<file path="config.mk">
export PLATFORM = sky130hd
export DESIGN_NAME = sdclk_gen
export DESIGN_NICKNAME = d
export VERILOG_FILES = /design/src/rtl/sdclk_pkg.sv /design/src/rtl/sdclk_regs.sv /design/src/rtl/sdclk_handoff.sv /design/src/rtl/sdclk_div.sv /design/src/rtl/sdclk_gen.sv
export SDC_FILE = /design/constraint.sdc
export NUM_CORES = 1
export LEC_CHECK = 0
export BUFFER_PORTS_ARGS = -buffer_cell sky130_fd_sc_hd__buf_2
export CORE_MARGIN = 2
export CORE_UTILIZATION = 55
export CTS_CLUSTER_SIZE = 10
export DETAILED_ROUTE_END_ITERATION = 6
export PLACE_DENSITY = 0.78
export SYNTH_ARGS = -nofsm -noshare
export SYNTH_HDL_FRONTEND = slang
export SYNTH_SLANG_ARGS = --single-unit
</file>
<file path="constraint.sdc">
create_clock -name clk -period 14.2 [get_ports clk]
set_clock_uncertainty 0.2 [all_clocks]
set_input_delay 2.84 -clock clk [delete_from_list [all_inputs] [get_ports clk]]
set_output_delay 2.84 -clock clk [all_outputs]
set_load 0.1 [all_outputs]
</file>
<file path="src/rtl/sdclk_pkg.sv">
`timescale 1ns/1ps
package sdclk_pkg;
    parameter int unsigned SEL_W  = 8;
    parameter int unsigned WORD_W = 16;
    localparam int unsigned EN_BIT  = SEL_W;
    localparam int unsigned BYP_BIT = SEL_W + 1;
    localparam int unsigned EXP_W   = $clog2(SEL_W + 2);

    typedef struct packed {
        logic             bypass;
        logic             card_en;
        logic             out_en;
        logic [SEL_W-1:0] sel;
    } clk_cfg_t;

    // log2 of the divide ratio: 1 for field zero, k+2 for one-hot bit k,
    // SEL_W+1 for any multi-hot field.
    function automatic logic [EXP_W-1:0] ratio_exp(input logic [SEL_W-1:0] sel);
        logic [EXP_W-1:0] e;
        e = EXP_W'(SEL_W + 1);
        if (sel == '0) begin
            e = EXP_W'(1);
        end else if ($countones(sel) == 1) begin
            for (int k = 0; k < SEL_W; k++) begin
                if (sel[k]) e = EXP_W'(k + 2);
            end
        end
        return e;
    endfunction
endpackage

</file>
<file path="src/rtl/sdclk_regs.sv">
`timescale 1ns/1ps
module sdclk_regs
    import sdclk_pkg::*;
(
    input  logic              clk,
    input  logic              rst,
    input  logic              wr_en,
    input  logic              wr_sel,
    input  logic [WORD_W-1:0] wr_data,
    input  logic              rd_sel,
    output logic [WORD_W-1:0] rd_data,
    output clk_cfg_t          cfg_o
);
    localparam logic [SEL_W-1:0] SEL_SLOW = SEL_W'(1) << (SEL_W - 1);

    clk_cfg_t cfg_d, cfg_q;

    always_comb begin
        cfg_d = cfg_q;
        if (wr_en) begin
            if (!wr_sel) begin
                cfg_d.sel     = wr_data[SEL_W-1:0];
                cfg_d.card_en = wr_data[EN_BIT];
                cfg_d.bypass  = wr_data[BYP_BIT];
            end else begin
                cfg_d.out_en  = wr_data[EN_BIT];
            end
        end
        rd_data = '0;
        if (!rd_sel) begin
            rd_data[SEL_W-1:0] = cfg_q.sel;
            rd_data[EN_BIT]    = cfg_q.card_en;
            rd_data[BYP_BIT]   = cfg_q.bypass;
        end else begin
            rd_data[EN_BIT]    = cfg_q.out_en;
        end
    end

    always_ff @(posedge clk) begin
        if (rst) begin
            cfg_q <= '{bypass: 1'b0, card_en: 1'b0, out_en: 1'b0, sel: SEL_SLOW};
        end else begin
            cfg_q <= cfg_d;
        end
    end

    assign cfg_o = cfg_q;

    assert_slot0_store_R2: assert property (@(posedge clk) disable iff (rst)
        (wr_en && !wr_sel) |=> (cfg_q.sel == $past(wr_data[SEL_W-1:0]) &&
                                cfg_q.card_en == $past(wr_data[EN_BIT]) &&
                                cfg_q.bypass == $past(wr_data[BYP_BIT])));

    assert_slot1_store_R2: assert property (@(posedge clk) disable iff (rst)
        (wr_en && wr_sel) |=> (cfg_q.out_en == $past(wr_data[EN_BIT])));
endmodule

</file>
<file path="src/rtl/sdclk_handoff.sv">
`timescale 1ns/1ps
module sdclk_handoff
    import sdclk_pkg::*;
(
    input  logic     clk,
    input  logic     rst,
    input  clk_cfg_t cfg_req,
    input  logic     div_out_i,
    output clk_cfg_t cfg_app,
    output logic     apply_o,
    output logic     gate_o
);
    localparam logic [SEL_W-1:0] SEL_SLOW = SEL_W'(1) << (SEL_W - 1);

    typedef struct packed {
        clk_cfg_t app;
    } ho_t;

    ho_t  st_d, st_q;
    logic pending;
    logic gate_d, gate_q;

    always_comb begin
        st_d    = st_q;
        pending = (cfg_req != st_q.app);
        apply_o = pending && !div_out_i && !gate_q;
        if (apply_o) st_d.app = cfg_req;
        gate_d  = st_q.app.bypass && st_q.app.card_en && st_q.app.out_en && !pending;
    end

    always_ff @(posedge clk) begin
        if (rst) begin
            st_q.app <= '{bypass: 1'b0, card_en: 1'b0, out_en: 1'b0, sel: SEL_SLOW};
        end else begin
            st_q <= st_d;
        end
    end

    // Bypass gate moves only while the host clock is low.
    always_ff @(negedge clk) begin
        if (rst) gate_q <= 1'b0;
        else     gate_q <= gate_d;
    end

    assign cfg_app = st_q.app;
    assign gate_o  = gate_q;

    assert_apply_low_R8: assert property (@(posedge clk) disable iff (rst)
        !$stable(st_q.app) |-> $past(!div_out_i && !gate_q));

    assert_quiet_off_R7: assert property (@(posedge clk) disable iff (rst)
        !(st_q.app.card_en && st_q.app.out_en) |-> (!div_out_i && !gate_q));
endmodule

</file>
<file path="src/rtl/sdclk_div.sv">
`timescale 1ns/1ps
module sdclk_div
    import sdclk_pkg::*;
(
    input  logic             clk,
    input  logic             rst,
    input  logic             run,
    input  logic             restart,
    input  logic [SEL_W-1:0] lim,
    output logic             div_out
);
    typedef struct packed {
        logic [SEL_W-1:0] cnt;
        logic             out;
    } dv_t;

    dv_t dv_d, dv_q;

    always_comb begin
        dv_d = dv_q;
        if (!run || restart) begin
            dv_d.cnt = '0;
            dv_d.out = 1'b0;
        end else if (dv_q.cnt == lim) begin
            dv_d.cnt = '0;
            dv_d.out = !dv_q.out;
        end else begin
            dv_d.cnt = dv_q.cnt + 1'b1;
        end
    end

    always_ff @(posedge clk) begin
        if (rst) dv_q <= '0;
        else     dv_q <= dv_d;
    end

    assign div_out = dv_q.out;

    assert_held_R7: assert property (@(posedge clk) disable iff (rst)
        !run |=> (!dv_q.out && dv_q.cnt == '0));

    assert_cnt_bound_R3: assert property (@(posedge clk) disable iff (rst)
        (run && !restart) |-> (dv_q.cnt <= lim));
endmodule

</file>
<file path="src/rtl/sdclk_gen.sv">
`timescale 1ns/1ps
module sdclk_gen
    import sdclk_pkg::*;
(
    input  logic              clk,
    input  logic              rst,
    input  logic              wr_en,
    input  logic              wr_sel,
    input  logic [WORD_W-1:0] wr_data,
    input  logic              rd_sel,
    output logic [WORD_W-1:0] rd_data,
    output logic              card_clk
);
    clk_cfg_t         cfg_req, cfg_app;
    logic             apply, gate, div_out, run;
    logic [EXP_W-1:0] e;
    logic [SEL_W:0]   half;
    logic [SEL_W-1:0] lim;

    sdclk_regs u_regs (
        .clk     (clk),
        .rst     (rst),
        .wr_en   (wr_en),
        .wr_sel  (wr_sel),
        .wr_data (wr_data),
        .rd_sel  (rd_sel),
        .rd_data (rd_data),
        .cfg_o   (cfg_req)
    );

    sdclk_handoff u_ho (
        .clk       (clk),
        .rst       (rst),
        .cfg_req   (cfg_req),
        .div_out_i (div_out),
        .cfg_app   (cfg_app),
        .apply_o   (apply),
        .gate_o    (gate)
    );

    always_comb begin
        e    = ratio_exp(cfg_app.sel);
        half = (SEL_W + 1)'(1) << (e - 1'b1);
        lim  = SEL_W'(half - 1'b1);
        run  = cfg_app.card_en && cfg_app.out_en && !cfg_app.bypass;
    end

    sdclk_div u_div (
        .clk     (clk),
        .rst     (rst),
        .run     (run),
        .restart (apply),
        .lim     (lim),
        .div_out (div_out)
    );

    assign card_clk = div_out | (clk & gate);
endmodule

</file>
After elaboration in Yosys (flattened, before gate mapping) --
Cells that the tools add are included.
Cells by class: equality and inequality tests 3, shifts and indexed selects 1, reductions and logical operators 18, bitwise gates (word level) 3, add/sub/neg operators 10, mux-type cells 13
Operators by type and width (number):
- 2-to-1 mux 4 bit | 10
- inequality test 11 bit | 1
- adder 1 x 1 -> 2 bit | 4
- adder 8 x 1 -> 8 bit, second input constant | 1
- == test 8 bit | 1
- zero test 8 bit | 1
- 2-to-1 mux 8 bit | 1
- << shifter 1 x 4 -> 8 bit, first input constant | 1
- subtractor 8 x 1 -> 8 bit, second input constant | 1
- logical AND 1 bit | 7
- adder 2 x 2 -> 3 bit | 2
- zero test 1 bit | 5
- adder 3 x 3 -> 4 bit | 1
- == test 4 x 1 -> 1 bit, second input constant | 1
- AND reduction 2 bit | 2
- subtractor 4 x 1 -> 4 bit, second input constant | 1
- OR reduction 3 bit | 1
- 2-to-1 mux 1 bit | 2
- OR reduction 2 bit | 1
- bitwise AND 1 bit | 1
- logical OR 1 bit | 1
- inverter 1 bit | 1
- bitwise OR 1 bit | 1
Storage, ports and cells: register bits after elaboration 32, output and inout port bits 17

Longest topological paths before layout --
word-level depth 15, gate-level depth with buffers 25, gate-level depth less buffers 23

By module --
Synthesis repeated with hierarchy kept, for this count alone.
Second synthesis, totals: cells, all modules 289, area total of the unflattened synthesis 2424.8 um^2
Modules (own cells, without submodules):
- sdclk_handoff | sequential area each 240.2 um^2, area each 852.1 um^2, instances 1, cells each 109
- sdclk_regs | sequential area each 220.2 um^2, area each 620.6 um^2, instances 1, cells each 67
- sdclk_gen | sequential area each 0.0 um^2, area each 514.2 um^2, instances 1, cells each 66
- sdclk_div | sequential area each 180.2 um^2, area each 437.9 um^2, instances 1, cells each 47

==> metrics.txt <==
Post-Place Setup Slack=3.22 ns; Final WS setup=2.76 ns; core area=4030 um2; CP Launch Type=flop; r2r startpoint=u_ho.gate_o; Post-Syn Area=2310 um2; DRC viols=0; slew margin rel.=0.576; maxcap violations=0; wire length on met3=253 um; Final Hold Vio Count=0; Clock Pin Slew Worst Setup and Hold Paths=0.06 ns; prevailing post-synth register cell=dfxtp_1; Worst-Margin Slew=0.635 ns; Net Sw Power=0.0967 mW; routed length per instance=13.2 um; proportion of power drawn by flip-flops and latches=0.343; CTS resizes=0; LEAKAGE=1.03 nW; area of the multi-input gates=1490 um2; status=finished, final reports clean; worst hold-check path type=flop to flop; TritonCTS clock tree=yes; IO Pins=38; CP Capture Type=output pin; GR Util All Layers=0.228; Post-Route WL=4.76 mm; fin nets=341; Port-buffer cells=25; DR vias/cell=5.54; WP data required=11.16 ns; remaining global-route overflow=0; Comb power frac=0.279; area delta synth->final=10.3%; Layout fillers=362; P_int=0.192 mW; number of buffers inserted by hold repair at cts=0; clock network power share=0.378; sequential share of the synthesized area=0.278; Syn Area/Cell=7.92 um2; R2R depth=4; WS Path Type=flop to output pin; Mapped Cells=291; Hold Crit Depth=1; Die Y=68.8 um; worst hold start=u_div.dv_q[1]; layout cells sized above 1=0.155; Die Wd=68.8 um; Net Sw Frac=0.335; worst vdd ir=0.0708 mV; DR pass1 iterations=4; non-filler instance count after layout=359; initial antenna violation count=0; Cells after DPL=348; Post-synth EDFFs=0; final slew viol count=0; hold path endpoint=u_div.dv_q[1]; Initial Utilization=0.572; vias in the first global route=1,837; dpl hpwl=3.55 mm; Final setup viols=0; antenna-violating nets left=0; FF+latch area=641 um2; RSZ-0062 raised after global routing=false; Post-CTS Setup Inserts=0; Post-Route M1 WL=2.22 mm; Syn. warnings=0; top layer reached by signal wires=met4; Starting DRT DRC Count=171; power per cell area=113 nW/um2; die footprint=4730 um2; R2R Setup Slk=5.19 ns; later-pin clock latency in the skew report=0.46 ns; Yosys cell types=61; crit path max fanout=2; Worst Path Arrival=8.40 ns; total number of vias=1,988; reg2reg end=u_div.dv_q[7]; first-pass GRT wire length=7.94 mm; setup tns final=0 ns; ys async rst share=0; Rows=23; number of synthesized register bits=32; met2 WL post-DR=2.22 mm; largest net degree at the start of global routing=24; n_diodes=0; Final Wtd Congestion=0.938
## cell families (layout without fill, tap and decap cells)
group / after synthesis / count (layout) / synth area share
buffers and inverters: 43 / 56 / 0.0852
other: 1 / 6 / 0.00163
AO/OA/AOI/OAI: 49 / 49 / 0.150
XOR/XNOR: 23 / 23 / 0.0874
multiplexers: 12 / 12 / 0.0526
AND/OR/NAND/NOR: 119 / 119 / 0.268
flip-flops: 32 / 32 / 0.278
adder cells (fa/ha/maj): 12 / 12 / 0.0781
## worst max-delay path by stage
stage	startpoint	to	slack (ns)	cells after the start
finish	u_ho.gate_o	card_clk	2.76	2
global placement	rst	u_ho.gate_o	3.22	4
CTS	u_ho.gate_o	card_clk	2.75	2
floorplan	u_ho.gate_o	card_clk	3.10	1
detailed placement	rst	u_ho.gate_o	3.22	4
global route	u_ho.gate_o	card_clk	2.70	2
## stage by stage
| stage | hold WS (ns) | total power [mW] | area [um2] | util |
|---|---|---|---|---|
| floorplan | 0.247 | 0.170 | 2320 | - |
| global placement | 0.273 | 0.180 | 2390 | 0.593 |
| detailed placement | 0.280 | 0.181 | 2390 | 0.593 |
| CTS | 0.296 | 0.290 | 2540 | 0.631 |
| global route | 0.323 | 0.305 | 2540 | 0.631 |
| finish | 0.295 | 0.288 | 2540 | 0.631 |
## cells in the mapped netlist (2+ instances only)
cell       n  area share
a21o_1     3      0.0098
a21oi_1   15       0.033
a31oi_1    5       0.014
and2_1     2      0.0054
and3_1     4       0.011
buf_1      2      0.0033
buf_2      4      0.0087
buf_4      8       0.026
clkbuf_1   9       0.015
dfxtp_1   32        0.28
fa_1       4       0.035
ha_1       8       0.043
inv_1     20       0.033
mux2i_1   11       0.048
nand2_1   36       0.059
nand3_1    8       0.017
nand3b_1   2      0.0065
nand4_1    8       0.022
nor2_1    31       0.050
nor2b_1    9       0.024
nor3_1     3      0.0065
nor3_2     2      0.0087
o21ai_0    3      0.0065
o21bai_1   2      0.0065
o22ai_1    2      0.0054
o31ai_1    2      0.0065
xnor2_1   19       0.072
xor2_1     4       0.015
## flip-flops by register name, indices dropped and copies added, names as in the netlist
signal / cells
u_div.div_out: 1
u_regs.cfg_o: 11
u_ho.cfg_app: 11
u_div.dv_q: 8
u_ho.gate_o: 1
## layout make-up
cell class,instances,share of cell area
repair buffers,24,0.0472
clock buffers,9,0.0453
inverters,19,0.0280
clock inverters,4,0.0182
well taps,50,0.0246
multi-input cells,221,0.585
flip-flops and latches,32,0.252
## per-layer routing
metal / up-vias / track usage
met4: 0 / 0.110
met2: 59 / 0.368
met3: 9 / 0.0633
li1: 1018 / -
met1: 902 / 0.280
met5: - / 0
## power by group through the flow
stage                     clock network (mW)  logic (mW)  registers [mW]
final                                  0.109      0.0804          0.0989
after global placement              0.000881      0.0786           0.101
after floorplan                     0.000881      0.0727          0.0969
after detailed placement            0.000881      0.0797           0.101
after global routing                   0.116      0.0895          0.0995
after CTS                              0.111      0.0801          0.0988
## critical path, stage by stage, from the launching register on
cell     delay (ns)
dfxtp_1        0.32
a21o_1         0.11
buf_2          0.41
## cells in the final DEF, fill, tap and decap left out, drive strengths merged, types with 2 or more instances in the layout
cell	netlist	layout
a21oi	16	16
a31oi	5	5
o21bai	2	2
nand3b	2	2
and3	4	4
clkbuf	9	8
fa	4	4
xor2	4	4
o22ai	2	2
and2	2	2
mux2i	11	11
buf	14	25
dfxtp	32	32
nor2b	9	9
nor3	5	5
a21boi	2	2
o311ai	2	2
xnor2	19	19
nand3	8	8
nor2	32	32
o21ai	4	4
nor4	2	2
nand2	36	36
a21o	3	3
nand4	8	8
ha	8	8
or4	2	2
o31ai	3	3
conb	1	6
nor3b	2	2
inv	20	20
Power figures use the tool's default switching activity.
